**src/rtl/bsr_pkg.sv**
```systemverilog
package bsr_pkg;

  // Per-cell control bundle fanned out from the chain top
  typedef struct packed {
    logic cap_en;
    logic shift_sel;
    logic upd_en;
    logic drive_hold;
  } bsr_ctrl_t;

endpackage

```
**src/rtl/bsr_reset_sync.sv**
```systemverilog
module bsr_reset_sync #(
  parameter int SYNC_STAGES = 2
) (
  input  logic clk,
  input  logic arst_n,
  output logic srst_n
);

  logic [SYNC_STAGES-1:0] sync_q;
  logic [SYNC_STAGES-1:0] sync_d;

  always_comb begin
    sync_d = {sync_q[SYNC_STAGES-2:0], 1'b1};
  end

  always_ff @(posedge clk or negedge arst_n) begin
    if (!arst_n) begin
      sync_q <= '0;
    end else begin
      sync_q <= sync_d;
    end
  end

  assign srst_n = sync_q[SYNC_STAGES-1];

endmodule

```
**src/rtl/bsr_cell.sv**
```systemverilog
module bsr_cell
  import bsr_pkg::*;
(
  input  logic      clk,
  input  logic      rst_n,
  input  bsr_ctrl_t ctrl,
  input  logic      ser_in,
  input  logic      func_in,
  output logic      cap_bit,
  output logic      hold_bit,
  output logic      func_out
);

  logic cap_q, cap_d;
  logic hold_q, hold_d;

  // Capture/shift stage next state
  always_comb begin
    cap_d = cap_q;
    if (ctrl.cap_en) begin
      cap_d = ctrl.shift_sel ? ser_in : func_in;
    end
  end

  // Update stage next state
  always_comb begin
    hold_d = hold_q;
    if (ctrl.upd_en) begin
      hold_d = cap_q;
    end
  end

  always_ff @(posedge clk or negedge rst_n) begin
    if (!rst_n) begin
      cap_q  <= 1'b0;
      hold_q <= 1'b0;
    end else begin
      cap_q  <= cap_d;
      hold_q <= hold_d;
    end
  end

  assign func_out = ctrl.drive_hold ? hold_q : func_in;
  assign cap_bit  = cap_q;
  assign hold_bit = hold_q;

endmodule

```
**src/rtl/bsr_chain.sv**
```systemverilog
module bsr_chain
  import bsr_pkg::*;
#(
  parameter int CHAIN_LEN   = 8,
  parameter int SYNC_STAGES = 2
) (
  input  logic                 clk,
  input  logic                 rst_n,
  input  logic                 dr_clk_en,
  input  logic                 dr_shift,
  input  logic                 dr_update,
  input  logic                 mode,
  input  logic                 scan_in,
  input  logic [CHAIN_LEN-1:0] par_in,
  output logic [CHAIN_LEN-1:0] par_out,
  output logic                 scan_out
);

  localparam int LAST = CHAIN_LEN - 1;

  logic                 rst_sync_n;
  bsr_ctrl_t            ctrl;
  logic [CHAIN_LEN-1:0] cap_vec;
  logic [CHAIN_LEN-1:0] hold_vec;
  logic [CHAIN_LEN:0]   ser_link;

  bsr_reset_sync #(.SYNC_STAGES(SYNC_STAGES)) u_rst (
    .clk    (clk),
    .arst_n (rst_n),
    .srst_n (rst_sync_n)
  );

  always_comb begin
    ctrl.cap_en     = dr_clk_en;
    ctrl.shift_sel  = dr_shift;
    ctrl.upd_en     = dr_update;
    ctrl.drive_hold = mode;
  end

  // Serial path: scan_in feeds the top cell; each cell feeds the one below.
  assign ser_link[CHAIN_LEN] = scan_in;

  for (genvar i = 0; i < CHAIN_LEN; i++) begin : g_cell
    bsr_cell u_cell (
      .clk      (clk),
      .rst_n    (rst_sync_n),
      .ctrl     (ctrl),
      .ser_in   (ser_link[i+1]),
      .func_in  (par_in[i]),
      .cap_bit  (cap_vec[i]),
      .hold_bit (hold_vec[i]),
      .func_out (par_out[i])
    );
    assign ser_link[i] = cap_vec[i];
  end

  assign scan_out = ser_link[0];

  // Guard against chain lengths the serial indexing does not cover
  if (LAST < 1) begin : g_len_check
    $error("bsr_chain: CHAIN_LEN must be at least 2");
  end

endmodule

```
**config.mk**
```make
export PLATFORM = sky130hd
export DESIGN_NAME = bsr_chain
export DESIGN_NICKNAME = d
export VERILOG_FILES = /design/src/rtl/bsr_pkg.sv /design/src/rtl/bsr_reset_sync.sv /design/src/rtl/bsr_cell.sv /design/src/rtl/bsr_chain.sv
export SDC_FILE = /design/constraint.sdc
export NUM_CORES = 1
export LEC_CHECK = 0
export ABC_AREA = 1
export CORE_ASPECT_RATIO = 1.4
export CORE_MARGIN = 10
export CORE_UTILIZATION = 45
export DETAILED_ROUTE_END_ITERATION = 10
export DONT_BUFFER_PORTS = 1
export GPL_ROUTABILITY_DRIVEN = 0
export PLACE_DENSITY = 0.65
export SYNTH_ARGS = -nofsm -noshare
export SYNTH_HDL_FRONTEND = slang
export SYNTH_SLANG_ARGS = --single-unit
```
**constraint.sdc**
```tcl
create_clock -name clk -period 1.2 [get_ports clk]
set_input_delay 0.06 -clock clk [delete_from_list [all_inputs] [get_ports clk]]
set_output_delay 0.06 -clock clk [all_outputs]
set_load 0.01 [all_outputs]
```
==> metrics <==
outcome finished with violations; violated checks negative hold slack; register area between 400 and 500 µm²; Hold Path Class in -> reg; post-synth net total between 100 and 150; Worst R2R Path Depth 4; flop2flop setup slack between 0.4 and 0.5 ns; final setup margin approximately 0.17 ns; Initial Util a little under half; Synth top area share around 47%; critical path required time 1.41 ns; Routed Antenna Nets 0; post-DP HPWL approximately 1400 µm; first-pass GRT wire length approximately 3200 µm; reg-to-reg endpoint g_cell[6].u_cell.cap_bit$_DFFE_PN0P_; PwrDens between 1000 and 1500 nW/µm²; crit-path max cell delay about 0.93 ns; clock tree root buffer cell clkbuf_4; Leakage between 0.5 and 0.6 nW; CTS tree built; DIE AREA between 4000 and 5000 µm²; Final setup viols 0; TNS Setup 0 ns; Synth Area in Adders 0%; clock tree buffer depth 2; Synth Area in Compound Gates about a tenth; Final Slew Violations 0; Clk pwr share around a quarter; Ys Warns 0; Worst Setup End Kind flop; Multi-input gate area ~320 µm²; # DRC 0; grt ovf 0; WL per Instance 12.9 µm; Layout Area Growth over Synthesis 0.131%; number of synthesized flops with an enable pin 0; Filler cells about 210; Tcrit/Tclk final 85.4%; Post-Synth XOR/XNOR Area 0%; Vias/cell a little under 5; H-Tree Level Count 1; Die Ht 74.6 µm; Async SR Flop Fraction 100%; mux cell area share after synthesis 0%; Num Clock Sinks 18; Net Sw Frac 28.7%; Vias around 680; most frequent cell after synthesis nand2_1; hold path depth 4; Netlist cell types 17; initial antenna violation count 0; vias in the first global route approximately 700; launching point of the worst reg2reg path g_cell[7].u_cell.cap_bit$_DFFE_PN0P_; Cells after Synth approximately 120; CP max FO 16; largest net degree at the start of global routing 17; crit path launch type input port; Mapped Area ~960 µm²; CTS resizes 0; fmax about 980 MHz; simple-gate share of the synthesized area between 20% and 30%; DR iter-0 viols 11; MaxCap Viol Count 0; Synth area leader dfrtp_1; Setup WS pre-CTS 0.453 ns; crit-path cells dlygate4sd3_1 -> nor2_1 -> a21oi_1; logic gate share of total power between 10% and 20%; Hold EP g_cell[2].u_cell.cap_bit$_DFFE_PN0P_; worst hold path startpoint par_in[2]; Rows 19; Post-synth top cells 41 x nand2_1, 18 x dfrtp_1, 17 x inv_1; CP arrival ~1.2 ns; count of state elements after synthesis 18; Fin. Hold Viols 1; core area 2000 µm²; Crit-path slowest cell dlygate4sd3_1; worst slew pin tran approximately 0.62 ns; Worst VDD drop between 0.5 and 0.6 mV; Die W 59.0 µm; Routed WL around 1800 µm; io pins 24; I/O Buffers 0; Clock Latency Late Sink approximately 0.28 ns; layout cell share with drive strength beyond 1 8.33%; max_slew headroom ~59%; critical path type in -> reg; gr usage total a little under a tenth; predominant post-synthesis flop cell dfrtp_1; Diodes inserted 0; RSZ-0062 raised after global routing no; DRT Pass-1 Iters 4; main combinational cell family by area after synthesis simple AND/OR/NAND/NOR gates; CTS Buf Count 3; Clock transition at path regs 0.10 ns; fin nets 137; top area cells in the synthesized netlist dfrtp_1 47%, nand2_1 16%, buf_4 7.1%; Final min period 1.03 ns; clk_skew between 0.006 and 0.007 ns; Avg Cell Area, Syn slightly below 8 µm²; cell-internal power 871 µW; Hold Slack -0.0000141 ns; Psw between 300 and 400 µW; sequential-to-total area share from yosys stat ~47%; sequential power share between 50% and 60%
-- worst max path at each step --
stage	from	end	slack, ns	cells past startpoint
2_1_floorplan	g_cell[5].u_cell.cap_bit$_DFFE_PN0P_	g_cell[4].u_cell.cap_bit$_DFFE_PN0P_	0.50	4
4_1_cts	dr_update	g_cell[2].u_cell.hold_bit$_DFFE_PN0P_	0.18	3
6_report	dr_update	g_cell[4].u_cell.hold_bit$_DFFE_PN0P_	0.17	3
5_1_grt	dr_update	g_cell[3].u_cell.hold_bit$_DFFE_PN0P_	0.04	3
3_3_place_gp	g_cell[4].u_cell.cap_bit$_DFFE_PN0P_	g_cell[3].u_cell.cap_bit$_DFFE_PN0P_	0.47	4
3_5_place_dp	g_cell[6].u_cell.cap_bit$_DFFE_PN0P_	g_cell[5].u_cell.cap_bit$_DFFE_PN0P_	0.45	4
-- registers in the layout, summed over array words and instances (netlist names) --
name	count
g_cell.u_cell.cap_bit	8
g_cell.u_cell.hold_bit	8
u_rst.sync_q	2
-- power by group through the flow --
| stage | sequential (mW) | clock [mW] | combinational [mW] |
|---|---|---|---|
| final | 0.721 | 0.290 | 0.210 |
| after global routing | 0.731 | 0.336 | 0.247 |
| after CTS | 0.721 | 0.303 | 0.215 |
| after detailed placement | 0.734 | 0 | 0.182 |
| after global placement | 0.730 | 0 | 0.177 |
| after floorplan | 0.727 | 0 | 0.218 |
-- timing repair --
action,CTS,global route
endpoints found under the hold margin,18,0
setup buffers,0,0
hold buffers,6,0
-- cell families after synthesis --
| family | count (synthesis) |
|---|---|
| AND/OR/NAND/NOR | 56 |
| buffers and inverters | 32 |
| flip-flops | 18 |
| AO/OA/AOI/OAI | 16 |
| other | 1 |
-- through the flow --
| stage | util [%] | hold WS, ns | cell area [µm²] | power, mW | cells |
|---|---|---|---|---|---|
| floorplan | - | -0.236 | 957 | 0.945 | 123 |
| global placement | 43.9 | -0.236 | 876 | 0.907 | 132 |
| detailed placement | 43.9 | -0.236 | 876 | 0.915 | 132 |
| CTS | 48.0 | 0.000513 | 958 | 1.24 | 141 |
| global route | 48.0 | 0.00230 | 958 | 1.31 | 141 |
| finish | 48.0 | -0.0000141 | 958 | 1.22 | 141 |
-- cell usage in the layout, fill, tap and decap left out, drive strengths merged --
cell type and count:
dfrtp 18, inv 19, a21oi 7, o21ai 9
nand2 41, buf 1, nand3 8, nor2 7
conb 1, clkbuf 3, dlygate4sd3 6
-- critical path, delay by kind of cell --
kind,cells,cell delay (ns)
buffers and inverters,1,0.93
AO/OA/AOI/OAI,1,0.13
AND/OR/NAND/NOR,1,0.11
-- layout make-up --
| cell class | count | area share (%) |
|---|---|---|
| sequential | 18 | 47.0 |
| multi-input combinational | 73 | 33.2 |
| inverter | 19 | 7.70 |
| timing repair buffer | 7 | 7.05 |
| tap | 21 | 2.74 |
| clock buffer | 3 | 2.35 |
-- metal layers --
layer	GRT usage [%]	vias up	routed length, µm
met5	0	-	0
met4	5.37	0	14
met3	3.92	2	183
met2	13.6	19	802
met1	10.8	300	821
li1	-	356	-
Power figures use the tool's default switching activity.
